<file path="src/rtl/retstack_pkg.sv">
package retstack_pkg;

  typedef struct packed {
    logic capturePc;
    logic spInc;
    logic spDec;
    logic selHi;
    logic writeEn;
    logic loadLo;
    logic loadHi;
    logic done;
  } stackStrobes_t;

  typedef enum logic [2:0] {
    ST_IDLE,
    ST_PUSH_LO,
    ST_PUSH_HI,
    ST_POP_LO,
    ST_POP_HI
  } stackState_t;

endpackage

</file>
<file path="src/rtl/retstack_ctrl.sv">
module retstack_ctrl
  import retstack_pkg::*;
(
  input  logic          clk,
  input  logic          rstN,
  input  logic          pushReq,
  input  logic          popReq,
  output stackStrobes_t strobes,
  output logic          busy
);

  stackState_t stateQ, stateD;

  always_comb begin
    strobes = '0;
    stateD  = stateQ;
    unique case (stateQ)
      ST_IDLE: begin
        if (pushReq) begin
          strobes.capturePc = 1'b1;
          stateD            = ST_PUSH_LO;
        end else if (popReq) begin
          strobes.spDec = 1'b1;
          stateD        = ST_POP_LO;
        end
      end
      ST_PUSH_LO: begin
        strobes.writeEn = 1'b1;
        stateD          = ST_PUSH_HI;
      end
      ST_PUSH_HI: begin
        strobes.writeEn = 1'b1;
        strobes.selHi   = 1'b1;
        strobes.spInc   = 1'b1;
        stateD          = ST_IDLE;
      end
      ST_POP_LO: begin
        strobes.loadLo = 1'b1;
        stateD         = ST_POP_HI;
      end
      ST_POP_HI: begin
        strobes.selHi  = 1'b1;
        strobes.loadHi = 1'b1;
        strobes.done   = 1'b1;
        stateD         = ST_IDLE;
      end
      default: stateD = ST_IDLE;
    endcase
  end

  always_ff @(posedge clk) begin
    if (!rstN) stateQ <= ST_IDLE;
    else       stateQ <= stateD;
  end

  assign busy = (stateQ != ST_IDLE);

endmodule

</file>
<file path="src/rtl/retstack_dp.sv">
module retstack_dp
  import retstack_pkg::*;
#(
  parameter int PC_W   = 11,
  parameter int DATA_W = 8,
  parameter int ADDR_W = 6,
  parameter int LEVELS = 8,
  parameter int BASE   = 8
) (
  input  logic                        clk,
  input  logic                        rstN,
  input  stackStrobes_t               strobes,
  input  logic [PC_W-1:0]             pcIn,
  input  logic [DATA_W-1:0]           ramRdData,
  output logic [PC_W-1:0]             pcOut,
  output logic                        pcValid,
  output logic [$clog2(LEVELS)-1:0]   stackPtr,
  output logic [ADDR_W-1:0]           ramAddr,
  output logic [DATA_W-1:0]           ramWrData,
  output logic                        ramWe
);

  localparam int SP_W = $clog2(LEVELS);
  localparam int HI_W = PC_W - DATA_W;

  logic [SP_W-1:0]   spQ;
  logic [PC_W-1:0]   pcHoldQ;
  logic [PC_W-1:0]   pcOutQ;
  logic              validQ;

  always_ff @(posedge clk) begin
    if (!rstN) begin
      spQ     <= '0;
      pcHoldQ <= '0;
      pcOutQ  <= '0;
      validQ  <= 1'b0;
    end else begin
      if (strobes.capturePc) pcHoldQ <= pcIn;
      if (strobes.spInc)     spQ <= spQ + 1'b1;
      else if (strobes.spDec) spQ <= spQ - 1'b1;
      if (strobes.loadLo)    pcOutQ[DATA_W-1:0] <= ramRdData;
      if (strobes.loadHi)    pcOutQ[PC_W-1:DATA_W] <= ramRdData[HI_W-1:0];
      validQ <= strobes.done;
    end
  end

  assign ramAddr   = ADDR_W'(BASE) + ADDR_W'({spQ, strobes.selHi});
  assign ramWrData = strobes.selHi ? DATA_W'(pcHoldQ[PC_W-1:DATA_W])
                                   : pcHoldQ[DATA_W-1:0];
  assign ramWe     = strobes.writeEn;
  assign stackPtr  = spQ;
  assign pcOut     = pcOutQ;
  assign pcValid   = validQ;

endmodule

</file>
<file path="src/rtl/retstack_top.sv">
module retstack_top
  import retstack_pkg::*;
#(
  parameter int PC_W   = 11,
  parameter int DATA_W = 8,
  parameter int ADDR_W = 6,
  parameter int LEVELS = 8,
  parameter int BASE   = 8
) (
  input  logic                       clk,
  input  logic                       rstN,
  input  logic                       pushReq,
  input  logic                       popReq,
  input  logic [PC_W-1:0]            pcIn,
  output logic [PC_W-1:0]            pcOut,
  output logic                       pcValid,
  output logic                       busy,
  output logic [$clog2(LEVELS)-1:0]  stackPtr,
  output logic [ADDR_W-1:0]          ramAddr,
  output logic [DATA_W-1:0]          ramWrData,
  output logic                       ramWe,
  input  logic [DATA_W-1:0]          ramRdData
);

  stackStrobes_t strobes;

  retstack_ctrl u_ctrl (
    .clk     (clk),
    .rstN    (rstN),
    .pushReq (pushReq),
    .popReq  (popReq),
    .strobes (strobes),
    .busy    (busy)
  );

  retstack_dp #(
    .PC_W   (PC_W),
    .DATA_W (DATA_W),
    .ADDR_W (ADDR_W),
    .LEVELS (LEVELS),
    .BASE   (BASE)
  ) u_dp (
    .clk       (clk),
    .rstN      (rstN),
    .strobes   (strobes),
    .pcIn      (pcIn),
    .ramRdData (ramRdData),
    .pcOut     (pcOut),
    .pcValid   (pcValid),
    .stackPtr  (stackPtr),
    .ramAddr   (ramAddr),
    .ramWrData (ramWrData),
    .ramWe     (ramWe)
  );

endmodule

</file>
<file path="config.mk">
export PLATFORM = sky130hd
export DESIGN_NAME = retstack_top
export DESIGN_NICKNAME = d
export VERILOG_FILES = /design/src/rtl/retstack_pkg.sv /design/src/rtl/retstack_ctrl.sv /design/src/rtl/retstack_dp.sv /design/src/rtl/retstack_top.sv
export SDC_FILE = /design/constraint.sdc
export NUM_CORES = 1
export LEC_CHECK = 0
export BUFFER_PORTS_ARGS = -buffer_cell sky130_fd_sc_hd__buf_2
export CORE_ASPECT_RATIO = 0.75
export CORE_MARGIN = 5
export CORE_UTILIZATION = 35
export CTS_BUF_LIST = sky130_fd_sc_hd__clkbuf_4 sky130_fd_sc_hd__clkbuf_8
export DETAILED_ROUTE_END_ITERATION = 7
export SYNTH_ARGS = -nofsm -noshare
export SYNTH_HDL_FRONTEND = slang
export SYNTH_SLANG_ARGS = --single-unit
</file>
<file path="constraint.sdc">
create_clock -name clk -period 2.84 [get_ports clk]
set_input_delay 0.284 -clock clk [delete_from_list [all_inputs] [get_ports clk]]
set_output_delay 0.284 -clock clk [all_outputs]
set_load 0.01 [all_outputs]
</file>
==> impl_metrics.tcl <==
set metrics [dict create \
    hold_viol 0 \
    synth_area_sq_mm 0.001297 \
    grt_antenna_before_repair 0 \
    drt_iter0_markers 29 \
    gr-total-overflow 0 \
    relSlewSlack_pct 60.51 \
    layout_setup_ws_ns 0.6917 \
    synth_area_leaders "dfxtp_1, mux2i_1, nand2_1" \
    post_cts_buffers 0 \
    rr_startpoint "u_ctrl.stateQ[0]$_SDFFE_PN0P_" \
    ys_ff_latch 29 \
    power.density_mw_per_mm2 596.5 \
    grt_pass1_wl_mm 5.016 \
    finish.utilization_pct 45.12 \
    finalNetCount 213 \
    diodes 0 \
    cp-startpoint "u_ctrl.stateQ[0]$_SDFFE_PN0P_" \
    start_util_pct 35.91 \
    wl_per_cell_um 12.18 \
    cts_root_buf "clkbuf_8" \
    cts_hold_buffers 0 \
    finalInstanceArea_sq_mm 0.001630 \
    worstMarginPinSlew_ns 0.5906 \
    area_growth_pct 25.65 \
    clock_latency_ns 0.27 \
    grt_max_degree 31 \
    hold_depth 3 \
    ir_drop_mv 0.3235 \
    path_max_fanout 11 \
    reg2reg_depth 5 \
    die-width_um 80.31 \
    fin_crit_sh_pct 75.64 \
    fin_hold_ws_ns 0.2186 \
    path_class "reg -> reg" \
    vias_per_cell 4.622 \
    coreArea_sq_mm 0.003613 \
    avgSynthCellArea_sq_um 9.010 \
    vias 1114 \
    layout_commonest_cell "buf_2" \
    drv_slew 0 \
    mostFrequentLayoutCells "buf_2, dfxtp_1, nor2_1, nand2_1, mux2i_1" \
    drt_wl_total_mm 2.936 \
    yosysUniqueCellTypes 30 \
    grt_usage_pct 12.78 \
    place_congestion 0.7586 \
    fin_crit_ns 2.148 \
    rrSetupSlack_ns 0.69 \
    yosysTopAreaCell "dfxtp_1" \
    hold-path-endpoint "u_dp.pcHoldQ[0]$_SDFFE_PN0P_" \
    cts_buffer_depth 2 \
    yosysTopAreaCellShare_pct 44.74 \
    start_kind "flop" \
    dpl.hpwl_mm 2.213 \
    worstHoldStart "pcIn[0]" \
    layout-drive-gt1-share_pct 35.98 \
    syn_inst 144 \
    cts_tree "done" \
    rsz0062_at_grt "no" \
    tns_ns 0 \
    place_area_sq_mm 0.001540 \
    fin_skew_ns 0.002274 \
    final_antenna_net_count 0 \
    r2r_end "u_dp.stackPtr[2]$_SDFFE_PN0P_" \
    cp.required_ns 3.01 \
    endpoint_kind "flop" \
    hp-class "in -> reg" \
    fillers 385 \
    htree_num_levels 2 \
    cts.sinks 29 \
    drc 0 \
    fp.dieArea_sq_mm 0.005038 \
    syn-num-nets 168 \
    port-buffer-count 52 \
    critPathArrivalTime_ns 2.31 \
    ioPinCount 54 \
    max_freq_mhz 465.5 \
    clkTransAtPathRegs_ns 0.06 \
    die_h_um 62.73 \
    maxCapViolCount 0 \
    power.leakage_nw 0.8059 \
    drt-pass1-iter-count 4 \
    yosys_warnings 0 \
    cts_resized 0 \
    status "completed" \
    cts_buffers 5 \
    seq_area_frac_synth_pct 44.74 \
    pre_cts_ws_ns 0.7090 \
    grt_pass1_vias 1073 \
    rows 19 \
    setup_viol 0 \
]
[area by class of cell]
class,instances,area [sq um],area share (%)
well taps,52,65.06,3.991
inverters,2,7.507,0.4605
flip-flops and latches,29,580.6,35.61
repair buffers,53,267.8,16.42
multi-input cells,98,619.3,37.99
clock buffers,7,90.09,5.526
[report_power, final]
group / switching (mW) / internal (mW) / leakage (nW)
combinational: 0.0922 / 0.0791 / 0.522
clock: 0.141 / 0.201 / 0.0477
sequential: 0.0265 / 0.433 / 0.237
[critical path, stage by stage, from the launching register on]
cell,delay (ns)
dfxtp_1,0.44
nor2_1,0.24
nand2_1,0.11
fa_1,0.44
or4b_1,0.54
a211o_1,0.27
[synth_stat cells, drive strengths merged]
| cell type | instances |
|---|---|
| dfxtp | 29 |
| nor4b | 1 |
| nor2b | 6 |
| o22ai | 1 |
| buf | 12 |
| nand3 | 11 |
| xnor2 | 2 |
| clkbuf | 3 |
| fa | 1 |
| or3 | 1 |
| inv | 2 |
| nor2 | 18 |
| mux2 | 3 |
| or4b | 2 |
| nand3b | 1 |
| nor4 | 1 |
| mux2i | 13 |
| nand2b | 2 |
| a21oi | 1 |
| nand2 | 17 |
| o21ai | 12 |
| conb | 1 |
| nor3b | 2 |
| nor3 | 1 |
| a211o | 1 |
[sequential cells by signal (all words and copies together) (netlist names)]
register and count:
u_dp.pcHoldQ 11, u_dp.pcOut 11, u_ctrl.stateQ 3, u_dp.stackPtr 3, u_dp.pcValid 1
[worst max-delay path by stage]
stage | to | cells after the start
detailed placement | u_dp.stackPtr[2]$_SDFFE_PN0P_ | 5
CTS | u_dp.stackPtr[2]$_SDFFE_PN0P_ | 5
floorplan | u_dp.stackPtr[2]$_SDFFE_PN0P_ | 6
finish | u_dp.stackPtr[2]$_SDFFE_PN0P_ | 5
global route | u_dp.stackPtr[2]$_SDFFE_PN0P_ | 5
global placement | u_dp.stackPtr[2]$_SDFFE_PN0P_ | 5
[per-stage QoR]
| step | instances | power, mW |
|---|---|---|
| after floorplan | 144 | 0.5861 |
| after global placement | 234 | 0.6334 |
| after detailed placement | 234 | 0.6421 |
| after CTS | 241 | 0.9881 |
| after global routing | 241 | 1.031 |
| final | 241 | 0.9724 |
[per-layer routing]
layer	wire, um	track usage (%)	vias to the layer above	share of wire, %
li1	-	-	560	-
met1	1239	13.71	515	42
met2	1445	21.38	32	49
met3	201	5.908	7	6.8
met4	50	5.485	0	1.7
met5	0	0	-	0
[cell families after synthesis]
family / after synthesis / share of synthesized area (%)
flip-flops: 29 / 44.74
other: 1 / 0.2890
XOR/XNOR: 2 / 1.350
AO/OA/AOI/OAI: 15 / 6.654
multiplexers: 16 / 12.63
AND/OR/NAND/NOR: 63 / 25.26
buffers and inverters: 17 / 7.521
adder cells (fa/ha/maj): 1 / 1.543
Power figures use the tool's default switching activity.
